--- src/rtl/fma_nan_pkg.sv ---
package fma_nan_pkg;

    localparam int CLS_W  = 2;
    localparam int PICK_W = 2;
    localparam int OPS    = 3;

    typedef enum logic [PICK_W-1:0] {
        PK_A    = 2'd0,
        PK_B    = 2'd1,
        PK_C    = 2'd2,
        PK_DFLT = 2'd3
    } pick_e;

    localparam logic [2:0] POL_CSNAN_FIRST = 3'd0;
    localparam logic [2:0] POL_LEGACY      = 3'd1;
    localparam logic [2:0] POL_Y2008       = 3'd2;
    localparam logic [2:0] POL_ACB_ANY     = 3'd3;
    localparam logic [2:0] POL_ALWAYS_DFLT = 3'd4;
    localparam logic [2:0] POL_MODAL       = 3'd5;

    // search order: element 0 is checked first
    typedef logic [OPS-1:0][PICK_W-1:0] ord_t;
    localparam ord_t ORD_ABC = {2'd2, 2'd1, 2'd0};
    localparam ord_t ORD_CAB = {2'd1, 2'd0, 2'd2};
    localparam ord_t ORD_ACB = {2'd1, 2'd2, 2'd0};
    localparam ord_t ORD_CBA = {2'd0, 2'd1, 2'd2};

    typedef struct packed {
        logic              found;
        logic [PICK_W-1:0] pick;
    } scan_t;

    typedef struct packed {
        logic [PICK_W-1:0] pick;
        logic              inv;
        logic              imz;
    } verdict_t;

    localparam verdict_t VERDICT_RST = '{pick: PK_DFLT, inv: 1'b0, imz: 1'b0};

    function automatic scan_t first_hit(input logic [OPS-1:0] hit, input ord_t ord);
        scan_t      r;
        logic [3:0] hx;
        hx = {1'b0, hit};
        r.found = 1'b0;
        r.pick  = PK_A;
        for (int k = OPS - 1; k >= 0; k--) begin
            if (hx[ord[k]]) begin
                r.found = 1'b1;
                r.pick  = ord[k];
            end
        end
        return r;
    endfunction

endpackage

--- src/rtl/opcls_decode.sv ---
module opcls_decode
    import fma_nan_pkg::*;
(
    input  logic [CLS_W-1:0] cls_i,
    output logic             any_nan_o,
    output logic             snan_o,
    output logic             qnan_o
);
    always_comb begin
        any_nan_o = cls_i[1];
        snan_o    = cls_i[1] & cls_i[0];
        qnan_o    = cls_i[1] & ~cls_i[0];
    end
endmodule

--- src/rtl/fma_nan_policy.sv ---
module fma_nan_policy
    import fma_nan_pkg::*;
#(
    parameter int POL_W = 3
) (
    input  logic [POL_W-1:0] policy_i,
    input  logic             mode_i,
    input  logic             iz_i,
    input  logic [OPS-1:0]   nan_i,
    input  logic [OPS-1:0]   snan_i,
    input  logic [OPS-1:0]   qnan_i,
    output verdict_t         verdict_o
);
    localparam int IDX_C = 2;

    scan_t s_abc, q_abc, s_cab, q_cab, n_abc, n_acb, n_cba;

    always_comb begin
        s_abc = first_hit(snan_i, ORD_ABC);
        q_abc = first_hit(qnan_i, ORD_ABC);
        s_cab = first_hit(snan_i, ORD_CAB);
        q_cab = first_hit(qnan_i, ORD_CAB);
        n_abc = first_hit(nan_i,  ORD_ABC);
        n_acb = first_hit(nan_i,  ORD_ACB);
        n_cba = first_hit(nan_i,  ORD_CBA);
    end

    always_comb begin
        verdict_o = '{pick: PK_DFLT, inv: 1'b0, imz: 1'b0};
        case (policy_i)
            POL_W'(POL_CSNAN_FIRST): begin
                if (iz_i && qnan_i[IDX_C]) begin
                    verdict_o = '{pick: PK_DFLT, inv: 1'b1, imz: 1'b1};
                end else if (s_cab.found) begin
                    verdict_o.pick = s_cab.pick;
                end else if (q_cab.found) begin
                    verdict_o.pick = q_cab.pick;
                end else begin
                    verdict_o.pick = PK_B;
                end
            end
            POL_W'(POL_LEGACY): begin
                if (iz_i) begin
                    verdict_o = '{pick: PK_DFLT, inv: 1'b1, imz: 1'b1};
                end else if (s_abc.found) begin
                    verdict_o.pick = s_abc.pick;
                end else if (q_abc.found) begin
                    verdict_o.pick = q_abc.pick;
                end else begin
                    verdict_o.pick = PK_C;
                end
            end
            POL_W'(POL_Y2008): begin
                if (iz_i) begin
                    verdict_o = '{pick: PK_C, inv: 1'b1, imz: 1'b1};
                end else if (s_cab.found) begin
                    verdict_o.pick = s_cab.pick;
                end else if (q_cab.found) begin
                    verdict_o.pick = q_cab.pick;
                end else begin
                    verdict_o.pick = PK_B;
                end
            end
            POL_W'(POL_ACB_ANY): begin
                if (iz_i) begin
                    verdict_o = '{pick: PK_C, inv: 1'b1, imz: 1'b1};
                end else begin
                    verdict_o.pick = n_acb.found ? n_acb.pick : PK_B;
                end
            end
            POL_W'(POL_ALWAYS_DFLT): begin
                verdict_o = '{pick: PK_DFLT, inv: iz_i, imz: iz_i};
            end
            POL_W'(POL_MODAL): begin
                if (iz_i) begin
                    verdict_o = '{pick: PK_C, inv: 1'b1, imz: 1'b1};
                end else if (mode_i) begin
                    verdict_o.pick = n_abc.found ? n_abc.pick : PK_C;
                end else begin
                    verdict_o.pick = n_cba.found ? n_cba.pick : PK_A;
                end
            end
            default: begin
                verdict_o.pick = n_abc.found ? n_abc.pick : PK_C;
            end
        endcase
    end
endmodule

--- src/rtl/fma_nan_select.sv ---
module fma_nan_select
    import fma_nan_pkg::*;
#(
    parameter int POL_W   = 3,
    parameter bit REG_OUT = 1'b1
) (
    input  logic              clk,
    input  logic              rst_n,
    input  logic [POL_W-1:0]  policy_i,
    input  logic              first_nan_i,
    input  logic              inf_zero_i,
    input  logic [CLS_W-1:0]  cls_a_i,
    input  logic [CLS_W-1:0]  cls_b_i,
    input  logic [CLS_W-1:0]  cls_c_i,
    output logic [PICK_W-1:0] pick_o,
    output logic              invalid_o,
    output logic              invalid_imz_o
);
    logic [OPS-1:0][CLS_W-1:0] cls_vec;
    logic [OPS-1:0]            nan_v, snan_v, qnan_v;
    verdict_t                  pol_verdict;
    verdict_t                  vd_d, vd_q;

    always_comb cls_vec = {cls_c_i, cls_b_i, cls_a_i};

    for (genvar g = 0; g < OPS; g++) begin : g_dec
        opcls_decode u_dec (
            .cls_i     (cls_vec[g]),
            .any_nan_o (nan_v[g]),
            .snan_o    (snan_v[g]),
            .qnan_o    (qnan_v[g])
        );
    end

    fma_nan_policy #(.POL_W(POL_W)) u_policy (
        .policy_i  (policy_i),
        .mode_i    (first_nan_i),
        .iz_i      (inf_zero_i),
        .nan_i     (nan_v),
        .snan_i    (snan_v),
        .qnan_i    (qnan_v),
        .verdict_o (pol_verdict)
    );

    always_comb begin
        vd_d = pol_verdict;
    end

    if (REG_OUT) begin : g_reg
        always_ff @(posedge clk or negedge rst_n) begin
            if (!rst_n) vd_q <= VERDICT_RST;
            else        vd_q <= vd_d;
        end

        AST_INV_NEEDS_IZ: assert property (@(posedge clk) disable iff (!rst_n)
            !inf_zero_i |=> !invalid_o);
        AST_IMZ_WITH_INV: assert property (@(posedge clk) disable iff (!rst_n)
            invalid_o == invalid_imz_o);
        AST_ALWAYS_DFLT: assert property (@(posedge clk) disable iff (!rst_n)
            (policy_i == POL_W'(POL_ALWAYS_DFLT)) |=> (pick_o == PK_DFLT));
        AST_LEGACY_IZ: assert property (@(posedge clk) disable iff (!rst_n)
            (policy_i == POL_W'(POL_LEGACY) && inf_zero_i) |=> (pick_o == PK_DFLT && invalid_o));
        AST_Y2008_IZ: assert property (@(posedge clk) disable iff (!rst_n)
            (policy_i == POL_W'(POL_Y2008) && inf_zero_i) |=> (pick_o == PK_C && invalid_o));
        AST_UNUSED_NOFLAG: assert property (@(posedge clk) disable iff (!rst_n)
            (policy_i > POL_W'(POL_MODAL)) |=> !invalid_o);
    end else begin : g_comb
        always_comb vd_q = vd_d;
    end

    always_comb begin
        pick_o        = vd_q.pick;
        invalid_o     = vd_q.inv;
        invalid_imz_o = vd_q.imz;
    end
endmodule

--- config.mk ---
export PLATFORM = sky130hd
export DESIGN_NAME = fma_nan_select
export DESIGN_NICKNAME = d
export VERILOG_FILES = /design/src/rtl/fma_nan_pkg.sv /design/src/rtl/opcls_decode.sv /design/src/rtl/fma_nan_policy.sv /design/src/rtl/fma_nan_select.sv
export SDC_FILE = /design/constraint.sdc
export NUM_CORES = 1
export LEC_CHECK = 0
export CAP_MARGIN = 20
export CELL_PAD_IN_SITES_DETAIL_PLACEMENT = 0
export CELL_PAD_IN_SITES_GLOBAL_PLACEMENT = 1
export CORE_MARGIN = 2
export CORE_UTILIZATION = 32
export CTS_BUF_LIST = sky130_fd_sc_hd__clkbuf_16
export CTS_CLUSTER_SIZE = 40
export DETAILED_ROUTE_END_ITERATION = 10
export PLACE_DENSITY_LB_ADDON = 0.12
export RECOVER_POWER = 25
export SKIP_LAST_GASP = 1
export SLEW_MARGIN = 10
export SYNTH_ARGS = -nofsm -noshare
export SYNTH_HDL_FRONTEND = slang
export SYNTH_HIERARCHICAL = 1
export SYNTH_SLANG_ARGS = --single-unit
--- constraint.sdc ---
create_clock -name clk -period 1.5 [get_ports clk]
set_input_delay 0.15 -clock clk [delete_from_list [all_inputs] [get_ports clk]]
set_output_delay 0.15 -clock clk [all_outputs]
set_load 0.005 [all_outputs]
==> flow_summary.html <==
<table>
<tr><th>Metric</th><th>Value</th></tr>
<tr><th colspan="2">Outcome</th></tr>
<tr><td>Status</td><td>finished, final reports clean</td></tr>
<tr><th colspan="2">Timing</th></tr>
<tr><td>Final hold viol count</td><td>0</td></tr>
<tr><td>Highest clock rate</td><td>0.7069 GHz</td></tr>
<tr><td>Number of failing setup endpoints in the final timing report</td><td>0</td></tr>
<tr><td>Slew of the pin with the lowest slew margin</td><td>348.7 ps</td></tr>
<tr><td>Tmin final</td><td>1415 ps</td></tr>
<tr><td>Part of the cycle the worst path needs</td><td>0.9430</td></tr>
<tr><td>RSZ-0062 raised after global routing</td><td>no</td></tr>
<tr><td>Relative slew slack</td><td>0.7650</td></tr>
<tr><td>Worst hold slack</td><td>197.2 ps</td></tr>
<tr><td>Max Slew Vio Count</td><td>0</td></tr>
<tr><th colspan="2">Setup path</th></tr>
<tr><td>Buf/Inv on CP</td><td>1</td></tr>
<tr><td>Data arrival, critical path</td><td>1560 ps</td></tr>
<tr><td>Family with the most delay on the worst path</td><td>buffers and inverters</td></tr>
<tr><td>Critical path start-end classification</td><td>input pin to flip-flop</td></tr>
<tr><td>CP max stage cell</td><td>sky130_fd_sc_hd__clkdlybuf4s50_1</td></tr>
<tr><td>Worst-path fanout max</td><td>8</td></tr>
<tr><td>Startpoint types</td><td>input pin</td></tr>
<tr><td>Slowest cell delay on critical path</td><td>540 ps</td></tr>
<tr><td>Sequence of cells on the critical path</td><td>clkdlybuf4s50_1, nor4bb_1, o21ai_1, a31o_2, a31oi_1</td></tr>
<tr><td>Critical path capture point type</td><td>flip-flop</td></tr>
<tr><td>Data required, critical path</td><td>1650 ps</td></tr>
<tr><th colspan="2">Power and ir drop</th></tr>
<tr><td>PnR Total Power</td><td>719.5 uW</td></tr>
<tr><td>IR Drop Worst-Case VDD</td><td>0.5215 mV</td></tr>
<tr><td>Power per unit of standard cell area</td><td>900.0 nW/um^2</td></tr>
<tr><td>Leakage dissipation</td><td>0.3505 nW</td></tr>
<tr><th colspan="2">CTS</th></tr>
<tr><td>Reg clk slew, reported paths</td><td>30 ps</td></tr>
<tr><td>Quantity of hold-fixing buffers added after cts</td><td>0</td></tr>
<tr><td>Number of buffers on the longest clock path</td><td>2</td></tr>
<tr><td>Post-CTS setup-driven buffer insertion count</td><td>0</td></tr>
<tr><td>Number of sinks driven by the clock tree</td><td>4</td></tr>
<tr><td>Deepest level of the CTS H-tree</td><td>1</td></tr>
<tr><td>Root buffer selected by CTS</td><td>sky130_fd_sc_hd__clkbuf_16</td></tr>
<tr><td>Number of buffers created by CTS</td><td>3</td></tr>
<tr><td>Post-CTS sizing</td><td>0</td></tr>
<tr><td>Clock tree from TritonCTS</td><td>built</td></tr>
<tr><th colspan="2">Drt</th></tr>
<tr><td>Number of detailed-routing iterations run before antenna repair</td><td>4</td></tr>
<tr><td>Detailed-route DRC error count</td><td>0</td></tr>
<tr><td>DR vias/cell</td><td>5.390</td></tr>
<tr><td>Final wirelength</td><td>1.240 mm</td></tr>
<tr><td>Starting DRC count in detailed routing</td><td>14</td></tr>
<tr><td>Post-detailed-route wirelength per cell</td><td>12.40 microns</td></tr>
<tr><td>Final antenna-violating net count</td><td>0</td></tr>
<tr><td>Total vias in the final route</td><td>539</td></tr>
<tr><th colspan="2">Placement</th></tr>
<tr><td>Input/output buffers</td><td>16</td></tr>
<tr><td>Final weighted congestion in routability-driven placement</td><td>0.7845</td></tr>
<tr><td>Half-perimeter wire length of the detailed placement result</td><td>992.5 microns</td></tr>
<tr><th colspan="2">Logic synthesis</th></tr>
<tr><td>Cell area after technology mapping</td><td>475.5 sq um</td></tr>
<tr><td>Count of different cell masters after synthesis</td><td>33</td></tr>
<tr><td>Fraction of synthesized cell area in xor and xnor cells</td><td>0</td></tr>
<tr><td>Area contributors post-synth</td><td>sky130_fd_sc_hd__dfstp_2 11%, sky130_fd_sc_hd__dfrtp_1 11%, sky130_fd_sc_hd__buf_4 7.9%, sky130_fd_sc_hd__and2b_2 5.5%, sky130_fd_sc_hd__o21ai_0 5.3%</td></tr>
<tr><td>Leading area contributor after synthesis</td><td>sky130_fd_sc_hd__dfstp_2</td></tr>
<tr><td>Synth Flop Type</td><td>sky130_fd_sc_hd__dfstp_2</td></tr>
<tr><td>Number of flops mapped to enable cells by yosys</td><td>0</td></tr>
<tr><td>Asr flop ratio synth</td><td>1.000</td></tr>
<tr><td>Largest family of logic cells by synthesized area</td><td>simple AND/OR/NAND/NOR gates</td></tr>
<tr><td>Post-synthesis average cell area</td><td>8.059 sq um</td></tr>
<tr><td>Post-synthesis sequential area ratio</td><td>0.2158</td></tr>
<tr><td>Syn. warnings</td><td>6</td></tr>
<tr><td>Net count after synthesis</td><td>72</td></tr>
<tr><td>Complex-gate fraction of the synthesized area</td><td>0.2947</td></tr>
<tr><td>Multiplexer area fraction after synthesis</td><td>0</td></tr>
<tr><td>Fraction of the mapped netlist area in adder cells</td><td>0</td></tr>
<tr><td>Number of flip-flops and latches in the synthesized netlist</td><td>4</td></tr>
<tr><td>Synth Area in Simple Gates</td><td>0.3395</td></tr>
<tr><td>Synth top area share</td><td>0.1105</td></tr>
<tr><td>Count of mapped cells out of synthesis</td><td>59</td></tr>
<tr><th colspan="2">GRT</th></tr>
<tr><td>Via count of the first global-routing pass</td><td>502</td></tr>
<tr><td>Remaining global-route overflow</td><td>0</td></tr>
<tr><td>First-pass GRT wire length</td><td>2.083 mm</td></tr>
<tr><td>Largest net degree at the start of global routing</td><td>9</td></tr>
<tr><td>Number of antenna violations at the first check in global routing</td><td>0</td></tr>
<tr><td>GRT Resource Usage Total</td><td>0.1533</td></tr>
<tr><th colspan="2">Floorplan</th></tr>
<tr><td># rows</td><td>13</td></tr>
<tr><td>Area of the core</td><td>1350 sq um</td></tr>
<tr><td>Die area</td><td>1810 sq um</td></tr>
<tr><td>Number of top-level pins</td><td>17</td></tr>
<tr><td>Initial cell density of the core</td><td>0.3522</td></tr>
<tr><td>Overall die height</td><td>42.55 microns</td></tr>
<tr><td>Width of the die</td><td>42.55 microns</td></tr>
<tr><th colspan="2">Cells and area</th></tr>
<tr><td>Layout cells sized above 1</td><td>0.3882</td></tr>
<tr><td>Number of diodes</td><td>0</td></tr>
<tr><td>Utilization after layout</td><td>0.5922</td></tr>
<tr><td>Area added between synthesis and finish</td><td>68.16%</td></tr>
<tr><td>Count of nets after finishing</td><td>100</td></tr>
<tr><th colspan="2">Flow run</th></tr>
<tr><td>Max-capacitance violation count</td><td>0</td></tr>
<tr><th colspan="2">Hold path</th></tr>
<tr><td>Class of the tightest hold or removal check</td><td>input pin to async pin</td></tr>
</table>
==> cell families after synthesis <==
group	Yosys count
compound gates	20
buf+inv	11
flops	4
simple gates	24
==> Yosys cell counts (2+ instances only) <==
cell                      instances
sky130_fd_sc_hd__nor3b_1          3
sky130_fd_sc_hd__a21oi_1          3
sky130_fd_sc_hd__inv_1            3
sky130_fd_sc_hd__buf_4            5
sky130_fd_sc_hd__dfrtp_1          2
sky130_fd_sc_hd__nand2_1          2
sky130_fd_sc_hd__and2b_2          3
sky130_fd_sc_hd__a31oi_1          2
sky130_fd_sc_hd__o21ai_0          5
sky130_fd_sc_hd__and2_2           3
sky130_fd_sc_hd__dfstp_2          2
sky130_fd_sc_hd__nor2_1           5
==> power breakdown <==
| group | internal, mW | switching (mW) |
|---|---|---|
| logic | 0.107 | 0.0706 |
| clock network | 0.341 | 0.0761 |
| registers | 0.123 | 0.00247 |
| total | 0.570 | 0.149 |
==> per-stage QoR <==
stage | worst slack, ps | area [sq um] | instances | setup TNS [ps]
detailed placement | -162.9 | 705.7 | 97 | -481.7
floorplan | 291.1 | 475.5 | 59 | 0
finish | 85.43 | 799.5 | 100 | 0
CTS | 70.51 | 780.7 | 100 | 0
global route | 12.71 | 799.5 | 100 | 0
global placement | -155.2 | 705.7 | 97 | -447.6
==> state kept, by name (all words and copies together) (netlist names) <==
name           cells
pick_o             2
invalid_imz_o      1
invalid_o          1
==> per-layer routing <==
metal,vias to the layer above,share of wire,track usage
met4,0,0.019,0.09375
met5,-,0,0
met3,2,0.058,0.03879
met2,19,0.48,0.2585
li1,270,-,-
met1,248,0.44,0.1701
==> cells in the final DEF (no fill, tap or decap), drive strengths merged <==
cell type | synthesis | routed
nand4 | 1 | 1
a41o | 1 | 1
a21oi | 3 | 3
a221o | 1 | 1
nor3 | 1 | 1
buf | 7 | 14
dfrtp | 2 | 2
dlygate4sd3 | 0 | 1
dlymetal6s2s | 0 | 1
a41oi | 1 | 1
clkdlybuf4s50 | 0 | 14
clkbuf | 0 | 3
o21ai | 6 | 6
a31oi | 2 | 2
o21bai | 1 | 1
o211ai | 1 | 1
or4 | 2 | 2
and2b | 3 | 3
a2bb2oi | 1 | 1
a31o | 1 | 1
nand2 | 2 | 2
nor2 | 5 | 5
a211oi | 1 | 1
inv | 4 | 4
and2 | 3 | 3
a32oi | 1 | 1
dfstp | 2 | 2
nor3b | 4 | 4
and3 | 1 | 1
nand3 | 1 | 1
nor4bb | 1 | 1
==> final cells by class <==
| class | instances | area [sq um] |
|---|---|---|
| Clock buffer | 3 | 75.07 |
| Fill cell | 117 | 550.5 |
| Inverter | 4 | 17.52 |
| Multi-Input combinational cell | 44 | 317.8 |
| Sequential cell | 4 | 102.6 |
| Tap cell | 15 | 18.77 |
| Timing Repair Buffer | 30 | 267.8 |
==> final timing paths <==
path | cells past startpoint | slack (ps) | end | startpoint
min | 1 | 200 | invalid_imz_o | rst_n
max in group asynchronous | 1 | 1070 | pick_o[1] | rst_n
max | 5 | 90 | pick_o[0] | policy_i[1]
min in group clk | 5 | 510 | pick_o[0] | cls_b_i[1]
Note: power is estimated with default switching activity, not from simulation.
